File: config.mk
export PLATFORM = sky130hd
export DESIGN_NAME = emr_seq
export DESIGN_NICKNAME = d
export VERILOG_FILES = /design/src/rtl/emr_seq_pkg.sv /design/src/rtl/emr_delay_cnt.sv /design/src/rtl/emr_shadow.sv /design/src/rtl/emr_seq.sv
export SDC_FILE = /design/constraint.sdc
export NUM_CORES = 1
export LEC_CHECK = 0
export CAP_MARGIN = 10
export CORE_ASPECT_RATIO = 2
export CORE_MARGIN = 3
export CORE_UTILIZATION = 45
export CTS_CLUSTER_SIZE = 10
export DETAILED_ROUTE_END_ITERATION = 12
export PLACE_DENSITY_LB_ADDON = 0.25
export SKIP_CTS_REPAIR_TIMING = 1
export SLEW_MARGIN = 5
export SYNTH_ARGS = -nofsm -noshare
export SYNTH_HDL_FRONTEND = slang
export SYNTH_SLANG_ARGS = --single-unit
File: constraint.sdc
create_clock -name clk -period 1.4 [get_ports clk]
set_input_delay 0.28 -clock clk [delete_from_list [all_inputs] [get_ports clk]]
set_output_delay 0.28 -clock clk [all_outputs]
set_load 0.005 [all_outputs]
File: src/rtl/emr_seq_pkg.sv
package emr_seq_pkg;
  typedef enum logic [1:0] {
    OP_NOP  = 2'd0,
    OP_LMR  = 2'd1,
    OP_READ = 2'd2
  } op_e;

  typedef enum logic {
    ST_IDLE   = 1'b0,
    ST_DLLRST = 1'b1
  } seq_st_e;

  localparam logic [1:0] SEL_BASE = 2'd0;
  localparam logic [1:0] SEL_EXT  = 2'd1;
  localparam int unsigned DLL_RST_BIT = 8;
endpackage

File: src/rtl/emr_delay_cnt.sv
module emr_delay_cnt #(
  parameter int unsigned SPAN = 2,
  localparam int unsigned CW = $clog2(SPAN + 1)
) (
  input  logic          clk,
  input  logic          rst,
  input  logic          load,
  output logic [CW-1:0] remain
);
  logic [CW-1:0] cnt;

  always_ff @(posedge clk) begin
    if (rst) begin
      cnt <= '0;
    end else if (load) begin
      cnt <= CW'(SPAN);
    end else if (cnt != '0) begin
      cnt <= cnt - 1'b1;
    end
  end

  assign remain = cnt;
endmodule

File: src/rtl/emr_shadow.sv
module emr_shadow #(
  parameter int unsigned W = 14,
  parameter logic [W-1:0] RST_VAL = '0
) (
  input  logic         clk,
  input  logic         rst,
  input  logic         upd_req,
  input  logic [W-1:0] upd_val,
  input  logic         take,
  output logic         pend_vld,
  output logic [W-1:0] pend_val,
  output logic [W-1:0] shadow,
  output logic         differs
);
  always_ff @(posedge clk) begin
    if (rst) begin
      pend_vld <= 1'b0;
      pend_val <= '0;
      shadow   <= RST_VAL;
    end else begin
      if (take) begin
        shadow   <= pend_val;
        pend_vld <= 1'b0;
      end
      if (upd_req) begin
        pend_val <= upd_val;
        pend_vld <= 1'b1;
      end
    end
  end

  assign differs = (pend_val != shadow);
endmodule

File: src/rtl/emr_seq.sv
module emr_seq
  import emr_seq_pkg::*;
#(
  parameter int unsigned ADDR_W   = 14,
  parameter int unsigned TMRD_CYC = 2,
  parameter int unsigned LOCK_CYC = 200,
  parameter logic [ADDR_W-1:0] MR_BASE = ADDR_W'('h0042)
) (
  input  logic              clk,
  input  logic              rst,
  input  logic              upd_req,
  input  logic              upd_dll_en,
  input  logic              upd_drv_low,
  input  logic [ADDR_W-3:0] upd_misc,
  input  logic              banks_idle,
  input  logic              burst_act,
  input  logic              sr_enter,
  input  logic              sr_exit,
  input  logic              rd_req,
  output logic              rd_stall,
  output logic [1:0]        cmd_op,
  output logic [1:0]        cmd_sel,
  output logic [ADDR_W-1:0] cmd_addr,
  output logic              busy
);
  localparam int unsigned MRD_W = $clog2(TMRD_CYC + 1);
  localparam int unsigned LCK_W = $clog2(LOCK_CYC + 1);
  localparam logic [ADDR_W-1:0] SHADOW_RST = ADDR_W'(1);
  localparam logic [ADDR_W-1:0] RST_WORD   = MR_BASE | (ADDR_W'(1) << DLL_RST_BIT);

  logic [ADDR_W-1:0] req_word;
  logic              pend_vld, differs;
  logic [ADDR_W-1:0] pend_val, shadow;
  logic [MRD_W-1:0]  mrd_rem;
  logic [LCK_W-1:0]  lock_rem;

  seq_st_e           st;
  logic              dll_on, in_sr;
  op_e               op_q;
  logic [1:0]        sel_q;
  logic [ADDR_W-1:0] addr_q;

  logic lm_ok, rd_ok, try_emr, fire_emr, fire_rst, fire_rd;
  logic en_edge, sr_go_in, sr_go_out, relock;

  assign req_word = {upd_misc, upd_drv_low, ~upd_dll_en};

  emr_shadow #(.W(ADDR_W), .RST_VAL(SHADOW_RST)) u_shadow (
    .clk(clk), .rst(rst), .upd_req(upd_req), .upd_val(req_word),
    .take(try_emr), .pend_vld(pend_vld), .pend_val(pend_val),
    .shadow(shadow), .differs(differs)
  );

  emr_delay_cnt #(.SPAN(TMRD_CYC)) u_mrd (
    .clk(clk), .rst(rst), .load(fire_emr | fire_rst), .remain(mrd_rem)
  );

  emr_delay_cnt #(.SPAN(LOCK_CYC)) u_lock (
    .clk(clk), .rst(rst), .load(fire_rst | relock), .remain(lock_rem)
  );

  always_comb begin
    lm_ok     = (mrd_rem <= MRD_W'(1)) && banks_idle && !burst_act && !in_sr;
    rd_ok     = dll_on && (lock_rem <= LCK_W'(1)) && !in_sr;
    fire_rst  = (st == ST_DLLRST) && lm_ok;
    try_emr   = (st == ST_IDLE) && pend_vld && lm_ok;
    fire_emr  = try_emr && differs;
    en_edge   = shadow[0] && !pend_val[0];
    fire_rd   = (st == ST_IDLE) && !fire_emr && rd_req && rd_ok
                && (mrd_rem <= MRD_W'(1));
    sr_go_in  = sr_enter && !in_sr;
    sr_go_out = sr_exit && in_sr && !sr_enter;
    relock    = sr_go_out && (st == ST_IDLE) && !shadow[0];
  end

  always_ff @(posedge clk) begin
    if (rst) begin
      st     <= ST_IDLE;
      dll_on <= 1'b0;
      in_sr  <= 1'b0;
      op_q   <= OP_NOP;
      sel_q  <= '0;
      addr_q <= '0;
    end else begin
      op_q   <= OP_NOP;
      sel_q  <= '0;
      addr_q <= '0;
      if (fire_rst) begin
        op_q   <= OP_LMR;
        sel_q  <= SEL_BASE;
        addr_q <= RST_WORD;
        st     <= ST_IDLE;
        dll_on <= 1'b1;
      end else if (fire_emr) begin
        op_q   <= OP_LMR;
        sel_q  <= SEL_EXT;
        addr_q <= pend_val;
        if (en_edge) st <= ST_DLLRST;
        if (pend_val[0]) dll_on <= 1'b0;
      end else if (fire_rd) begin
        op_q <= OP_READ;
      end
      if (sr_go_in) begin
        in_sr  <= 1'b1;
        dll_on <= 1'b0;
      end else if (sr_go_out) begin
        in_sr <= 1'b0;
        if (relock) dll_on <= 1'b1;
      end
    end
  end

  assign cmd_op   = op_q;
  assign cmd_sel  = sel_q;
  assign cmd_addr = addr_q;
  assign busy     = (st != ST_IDLE) || (mrd_rem != '0);
  assign rd_stall = rd_req && !rd_ok;
endmodule

# ---- Word level (Yosys, flattened, before mapping)
# Index checks and enable logic that the tools add are counted.
dict set report op_classes {
  bitwise_logic 5
  n_reduce_logical 41
  magnitude_cmp 2
  n_eq_ne 1
  n_addsub 2
  mux 19
}
# operator n
set ops {}
lappend ops {{logical AND 1 bit} 20}
lappend ops {{two-way mux 9 bit} 2}
lappend ops {{two-way mux 8 bit} 2}
lappend ops {{inequality test 14 bit} 1}
lappend ops {{two-way mux 1 bit} 12}
lappend ops {{nonzero test 2 bit} 5}
lappend ops {{less-or-equal comparator 8 x 1 -> 1 bit, second input constant} 1}
lappend ops {{nonzero test 8 bit} 1}
lappend ops {{OR reduction 2 bit} 4}
lappend ops {{subtractor 8 x 1 -> 8 bit, second input constant} 1}
lappend ops {{logical NOT 1 bit} 7}
lappend ops {{two-way mux 2 bit} 3}
lappend ops {{OR reduction 3 bit} 2}
lappend ops {{NOT 1 bit} 3}
lappend ops {{less-or-equal comparator 2 x 1 -> 1 bit, second input constant} 1}
lappend ops {{bitwise OR 1 bit} 2}
lappend ops {{AND reduction 2 bit} 1}
lappend ops {{subtractor 2 x 1 -> 2 bit, second input constant} 1}
lappend ops {{logical OR 1 bit} 1}
dict set report totals {
  word_cells 85
  inputBits 22
  reg_bits 60
  out_inout_bits 20
}

# ---- Longest topological paths before layout
# Gate-level depths: netlist of run 1.
dict set report depth {
  word_depth 14
  mapped_depth 6
  mapped_depth_nobuf 6
}

# ---- Cells and area by module
# Synthesis of run 1 repeated with hierarchy kept, for this count alone.
dict set report hier_totals {
  hier_cells 241
  area_unflattened_um2 2401.1
}
# module seq_area_each_um2 area_per_inst_um2 instances cells_per_inst
set by_module_without_submodules {}
lappend by_module_without_submodules {emr_shadow 580.6 1189.9 1 114}
lappend by_module_without_submodules {emr_seq 400.4 716.9 1 76}
lappend by_module_without_submodules {{emr_delay_cnt at u_lock} 160.2 430.4 1 46}
lappend by_module_without_submodules {{emr_delay_cnt at u_mrd} 40.0 63.8 1 5}

# ---- Least setup slack after synthesis of run 1
# Ideal clock, no wire load.
dict set report synth_timing {
  kind {flip-flop to flip-flop}
  from {register u_shadow.pend_val[12]}
  to {register addr_q[10] (netlist: cmd_addr[10])}
  t_arrival_ns 1.373
  path_buffers 0
  path_stages_with_launch 5
  setup_slack_ns -0.089
  required_time_ns 1.284
  period_less_slack_ns 1.489
  setup_time_ns 0.116
  cell_sequence {dfxtp_1 xnor2_1 nand4_1 or4_4 and4_1}
}
dict set report synth_via {
  elab_chain_cells 4
}
# item line_no
set synth_rtl {}
lappend synth_rtl {{start, declared} emr_shadow.sv:11} ;# output logic [W-1:0] pend_val,
lappend synth_rtl {{start signal, assigned} emr_shadow.sv:26} ;# pend_val <= upd_val;
lappend synth_rtl {{inequality test 14 bit} emr_shadow.sv:32} ;# assign differs = (pend_val != shadow);
lappend synth_rtl {{logical AND 1 bit} emr_seq.sv:67} ;# fire_emr = try_emr && differs;
lappend synth_rtl {{NOT 1 bit (no line)} --}
lappend synth_rtl {{OR reduction 3 bit (no line)} --}
lappend synth_rtl {{end signal, assigned} emr_seq.sv:97} ;# addr_q <= pend_val;
lappend synth_rtl {{end, declared} emr_seq.sv:41} ;# logic [ADDR_W-1:0] addr_q;
# No other way between the ends.
# A chain may end at the register's enable or synchronous reset.

# ---- Final worst setup path of run 1
dict set report layout_timing {
  from {register u_shadow.pend_val[11]}
  to {register dll_on}
}
dict set report layout_via {
  elab_chain_cells 6
}
# item line_no
set layout_rtl {}
lappend layout_rtl {{inequality test 14 bit (*)} emr_shadow.sv:32}
lappend layout_rtl {{logical AND 1 bit (*)} emr_seq.sv:67}
lappend layout_rtl {{two-way mux 1 bit (*)} emr_seq.sv:94} ;# end else if (fire_emr) begin
lappend layout_rtl {{two-way mux 1 bit (*)} emr_seq.sv:88} ;# if (fire_rst) begin
lappend layout_rtl {{two-way mux 1 bit} emr_seq.sv:108} ;# if (relock) dll_on <= 1'b1;
lappend layout_rtl {{two-way mux 1 bit (*)} emr_seq.sv:106} ;# end else if (sr_go_out) begin
lappend layout_rtl {{end signal, assigned} emr_seq.sv:93} ;# dll_on <= 1'b1;
lappend layout_rtl {{end signal, assigned} emr_seq.sv:105} ;# dll_on <= 1'b0;
lappend layout_rtl {{end signal, assigned} emr_seq.sv:108}
lappend layout_rtl {{end, declared} emr_seq.sv:38} ;# logic dll_on, in_sr;
# Mark *: on every way between the ends. The rest lies on a longest branch, timed or not.

==> reports/results.ini, run 1 <==
[cts]
cts_buffers = 9
clockBufferDepth = 2
clock-sinks = 59
clk_latency_ps = 340
cts_tree = done
cts_max_level = 3
clockRootBuffer = clkbuf_8
clkSlewWorstSetupHoldPaths_ps = 60

[grt]
grt_pass1_vias = 2229
grt_max_degree = 28
grt_pass1_wl_um = 10000
antenna_found_initial = 0
grt-ovfl-total = 0
grt_use_total_pct = 21.3

[worst_setup_path]
reg2reg_slack_ps = -310
worstSetupEndpoint = dll_on$_SDFF_PP0_
cp_max_fo = 8
r2r_start = u_shadow.pend_val[11]$_SDFFE_PP0P_
ff2ff_path_depth = 6
r2r-end = dll_on$_SDFF_PP0_
crit_path_start_kind = flip-flop
crit_start = u_shadow.pend_val[11]$_SDFFE_PP0P_
cp.required_ps = 1680
cp.arrival_ps = 1990
crit_path_end_kind = flip-flop
crit_type = flip-flop to flip-flop

[sta]
tns_ps = -6530
rsz0062_at_grt = true
fin_crit_sh_pct = 122
hold_viol_final = 0
final-setup-viol-count = 44
skew_ps = 7.67
clock.fmax_ghz = 0.586
timing.hold.ws_ps = 470
finalCriticalPeriod_ps = 1710
setup_slack_ps = -306
drv_slew = 0

[synth]
synth_fp_nets = 291
synth_xor_area_share_pct = 6.58
synth_top_cell_area_share_pct = 49.3
synth_area_leaders = dfxtp_1 (49%), nand2_1 (6.3%), xnor2_1 (6.2%), mux2i_1 (5.8%), a21oi_1 (4.6%)
synth_area_leader_cell = dfxtp_1
synth_compound_area_share_pct = 8.56
ys_ff_latch = 59
synth_area_sq_um = 2400
postSynth.asyncResetShare_pct = 0
ys_warn_count = 0
synthCells = 265
synth-edff-count = 0
yosys.area_share.simple_pct = 23.7
seq_area_frac_synth_pct = 49.3
yosysUniqueCellTypes = 38
synthMostInstantiatedCell = dfxtp_1
synthAdderAreaFrac_pct = 2.09
syn_area_per_cell_sq_um = 9.04
synthMuxAreaShare_pct = 5.85
synth_common_cells = dfxtp_1 (59), nand2_1 (40), nor2_1 (23)
synth-main-ff-cell = dfxtp_1
synth_top_family_by_area = simple AND/OR/NAND/NOR gates

[route]
drt_iter0_drc = 92
via_count = 2337
drc = 0
first_pass_iters = 4
avgRoutedWirePerCell_um = 18.1
routed_via_density = 5.35
postRouteWirelength_um = 7930
ant_nets = 0

[placed_design]
gp_congestion = 0.938
dpl.hpwl_um = 4510
place_area_sq_um = 3300
io_buffers = 40

[floorplan]
dieArea_sq_um = 6290
io_pins = 42
std_cell_rows = 37
start_util_pct = 46.6
dieHeight_um = 109
coreArea_sq_um = 5140
chipWidth_um = 57.6

[pwr]
power_mw = 5.70
p_per_area_nw_per_um2 = 1370
netSwitchingFraction_pct = 32.2
p_leak_nw = 2.02
ir_worst_vdd_mv = 1.37
p_comb_share_pct = 40.4
p_clk_share_pct = 24.7
p_seq_share_pct = 34.9
switching_power_mw = 1.83
intPower_mw = 3.87

[finish]
finish.net_count = 401
final_area_sq_um = 4160
drive_gt1_share_pct = 45.9
syn_to_final_growth_pct = 73.5
n_antenna_cell = 0
final_util_pct = 80.9

[outcome]
status = complete, but fails checks
violations = setup timing

[hold_path]
hold_path.class = flip-flop to flip-flop

[flow_run]
max-cap-violations = 0

## kinds of logic after synthesis
kind of cell	count (synthesis)
buffers and inverters	21
XOR/XNOR	18
other	1
flip-flops	59
AO/OA/AOI/OAI	35
multiplexers	14
adder cells (fa/ha/maj)	4
AND/OR/NAND/NOR	113
## state kept, by name, indices dropped and copies added, names as in the netlist, 2 cells and up
name,cells
cmd_addr,14
cmd_op,2
u_lock.remain,8
u_mrd.remain,2
u_shadow.pend_val,14
u_shadow.shadow,14
## placed cells by master (no fill, tap or decap), drive strengths merged, types with 5 or more instances in the layout
cell type	n
dlymetal6s2s	19
a21oi	22
inv	6
clkdlybuf4s50	19
mux2i	14
nor3	10
clkbuf	16
nand2	40
buf	73
and4	5
nand3b	5
nor2	23
dfxtp	59
xnor2	17
## layer usage
metal / global-route usage [%] / vias to the layer above / share of wire, %
met3: 5.57 / 24 / 2.8
li1: - / 1124 / -
met5: 0 / - / 0
met1: 20.7 / 1133 / 35
met4: 11.8 / 0 / 3.7
met2: 39.2 / 56 / 58
## cell type report
type / instances / area, sq um
fill: 294 / 981
clock inverter: 2 / 10.0
tap: 58 / 72.6
timing repair buffer: 114 / 1130
inverter: 6 / 22.5
multi-input combinational: 185 / 1540
sequential: 59 / 1210
clock buffer: 13 / 169
## power by group through the flow
| stage | Clock [mW] | Sequential (mW) | Combinational (mW) |
|---|---|---|---|
| 3_5_place_dp | 0 | 1.96 | 1.51 |
| 4_1_cts | 1.41 | 1.92 | 1.53 |
| 2_1_floorplan | 0 | 1.99 | 0.711 |
| 5_1_grt | 1.49 | 2.00 | 2.43 |
| 3_3_place_gp | 0 | 1.96 | 1.47 |
| 6_report | 1.41 | 1.99 | 2.30 |
## critical path, cell delays in order, from the launching register on
cell     delay, ps
dfxtp_2        320
xnor2_1        210
nand4_1        200
buf_4          210
nor4_4         320
buf_6          200
o221a_4        180
## worst min-delay path by stage
stage / startpoint / end / slack, ps / depth (start not counted)
3_5_place_dp: u_shadow.shadow[8]$_SDFFE_PP0P_ / u_shadow.shadow[8]$_SDFFE_PP0P_ / 460 / 2
5_1_grt: u_shadow.shadow[10]$_SDFFE_PP0P_ / u_shadow.shadow[10]$_SDFFE_PP0P_ / 500 / 2
4_1_cts: u_shadow.shadow[13]$_SDFFE_PP0P_ / u_shadow.shadow[13]$_SDFFE_PP0P_ / 470 / 2
6_report: u_shadow.shadow[8]$_SDFFE_PP0P_ / u_shadow.shadow[8]$_SDFFE_PP0P_ / 470 / 2
2_1_floorplan: upd_dll_en / u_shadow.pend_val[0]$_SDFFE_PP0P_ / 380 / 1
3_3_place_gp: u_shadow.shadow[12]$_SDFFE_PP0P_ / u_shadow.shadow[12]$_SDFFE_PP0P_ / 450 / 2
## through the flow
stage          worst slack, ps  instances
6_report                  -306        437
5_1_grt                   -349        437
4_1_cts                   -774        423
3_5_place_dp              -493        408
3_3_place_gp              -449        408
2_1_floorplan            -57.6        265
Note: power is estimated with default switching activity, not from simulation.
==> inputs of run 2 (changes only) <==
- CORE_UTILIZATION: 45 -> 47
- CTS_CLUSTER_SIZE: 10 -> unset
- RECOVER_POWER: unset -> 100
==> reports/results.ini, run 2 (synthesis results as in run 1) <==
[cts]
clock-sinks = 59
cts_max_level = 3
clockBufferDepth = 2
clockRootBuffer = clkbuf_8
cts_buffers = 9
clk_latency_ps = 350
cts_tree = done
clkSlewWorstSetupHoldPaths_ps = 70

[route]
via_count = 2443
avgRoutedWirePerCell_um = 20.6
first_pass_iters = 4
drt_iter0_drc = 72
drc = 0
routed_via_density = 5.51
postRouteWirelength_um = 9120
ant_nets = 0

[floorplan]
chipWidth_um = 56.5
io_pins = 42
start_util_pct = 48.8
std_cell_rows = 36
coreArea_sq_um = 4910
dieArea_sq_um = 6040
dieHeight_um = 107

[pwr]
p_per_area_nw_per_um2 = 1350
ir_worst_vdd_mv = 1.42
power_mw = 5.75
p_leak_nw = 1.77

[placed_design]
pre_cts_ws_ps = -457
gp_congestion = 0.858
place_area_sq_um = 3320
dpl.hpwl_um = 4660
io_buffers = 40

[worst_setup_path]
cp_max_fo = 2
crit_path_start_kind = flip-flop
reg2reg_slack_ps = -260
crit_type = flip-flop to output pin
cp.required_ps = 1120
cp.arrival_ps = 1420
crit_path_end_kind = output pin

[finish]
final_area_sq_um = 4250
final_cell_mix = buf_4 (59), dfxtp_1 (33), dfxtp_2 (26)
finish.net_count = 408
final_common_cell = buf_4
n_antenna_cell = 0
num-fill-cells = 233
syn_to_final_growth_pct = 77.3
drive_gt1_share_pct = 53.4

[flow_run]
max-cap-violations = 0

[outcome]
violations = setup timing
status = complete, but fails checks

[sta]
relSlewSlack_pct = 55.1
worst_pin_slew_ps = 674
rsz0062_at_grt = true
drv_slew = 0
fin_crit_sh_pct = 121
skew_ps = 14.0
hold_viol_final = 0
setup_slack_ps = -298
final-setup-viol-count = 56
clock.fmax_ghz = 0.589
finalCriticalPeriod_ps = 1700
tns_ps = -8310

[hold_path]
hold_path.class = input pin to flip-flop

[grt]
grt_use_total_pct = 22.3
grt_pass1_wl_um = 10300
antenna_found_initial = 0
grt_pass1_vias = 2292
grt-ovfl-total = 0
grt_max_degree = 24

[run 2: cell types whose count changed in the layout (fill, tap and decap cells not counted), sizes merged]
cell,change
dlymetal6s2s,-17
buf,+6
clkbuf,+1
clkdlybuf4s25,+17
[run 2: area by class of cell]
cell class                 instances  area [sq um]  share of cell area, %
tap                               57          71.3                   1.68
clock inverter                     2          10.0                  0.236
sequential                        59          1210                   28.6
inverter                           6          22.5                  0.530
timing repair buffer             121          1140                   26.9
clock buffer                      13           169                   3.98
multi-input combinational        185          1620                   38.2
[run 2: final timing paths]
path | from | endpoint | cells after the start
min reg2reg | u_shadow.shadow[13]$_SDFFE_PP0P_ | u_shadow.shadow[13]$_SDFFE_PP0P_ | 2
min | burst_act | cmd_addr[6]$_SDFF_PP0_ | 4
max | dll_on$_SDFF_PP0_ | rd_stall | 4
max reg2reg | u_shadow.pend_val[1]$_SDFFE_PP0P_ | dll_on$_SDFF_PP0_ | 6
[run 2: power breakdown]
part	leakage, nW	switching, mW	internal, mW	total, mW
logic	1.18	1.12	1.23	2.34
registers	0.491	0.130	1.85	1.98
clock network	0.0953	0.652	0.772	1.42
total	1.77	1.90	3.85	5.75
[run 2: critical path, stage by stage, from the launching register on]
cell and delay [ps]:
dfxtp_1 330, nor2b_1 310, o2111a_1 260, nor2b_1 50, buf_2 120
[run 2: layer usage]
| metal | part of all wire [%] | vias up | GRT usage, % | wire (um) |
|---|---|---|---|---|
| met4 | 7.3 | 0 | 13.2 | 665 |
| met3 | 2.7 | 41 | 4.22 | 249 |
| met2 | 57 | 71 | 42.5 | 5210 |
| met1 | 33 | 1197 | 20.9 | 3000 |
| met5 | 0 | - | 0 | 0 |
| li1 | - | 1134 | - | - |
[run 2: per-stage QoR]
step | utilization, % | instances | hold WS (ps)
3_5_place_dp | 67.6 | 410 | 463
2_1_floorplan | - | 265 | 380
5_1_grt | 86.5 | 443 | 480
3_3_place_gp | 67.6 | 410 | 455
4_1_cts | 71.3 | 425 | 473
6_report | 86.5 | 443 | 473
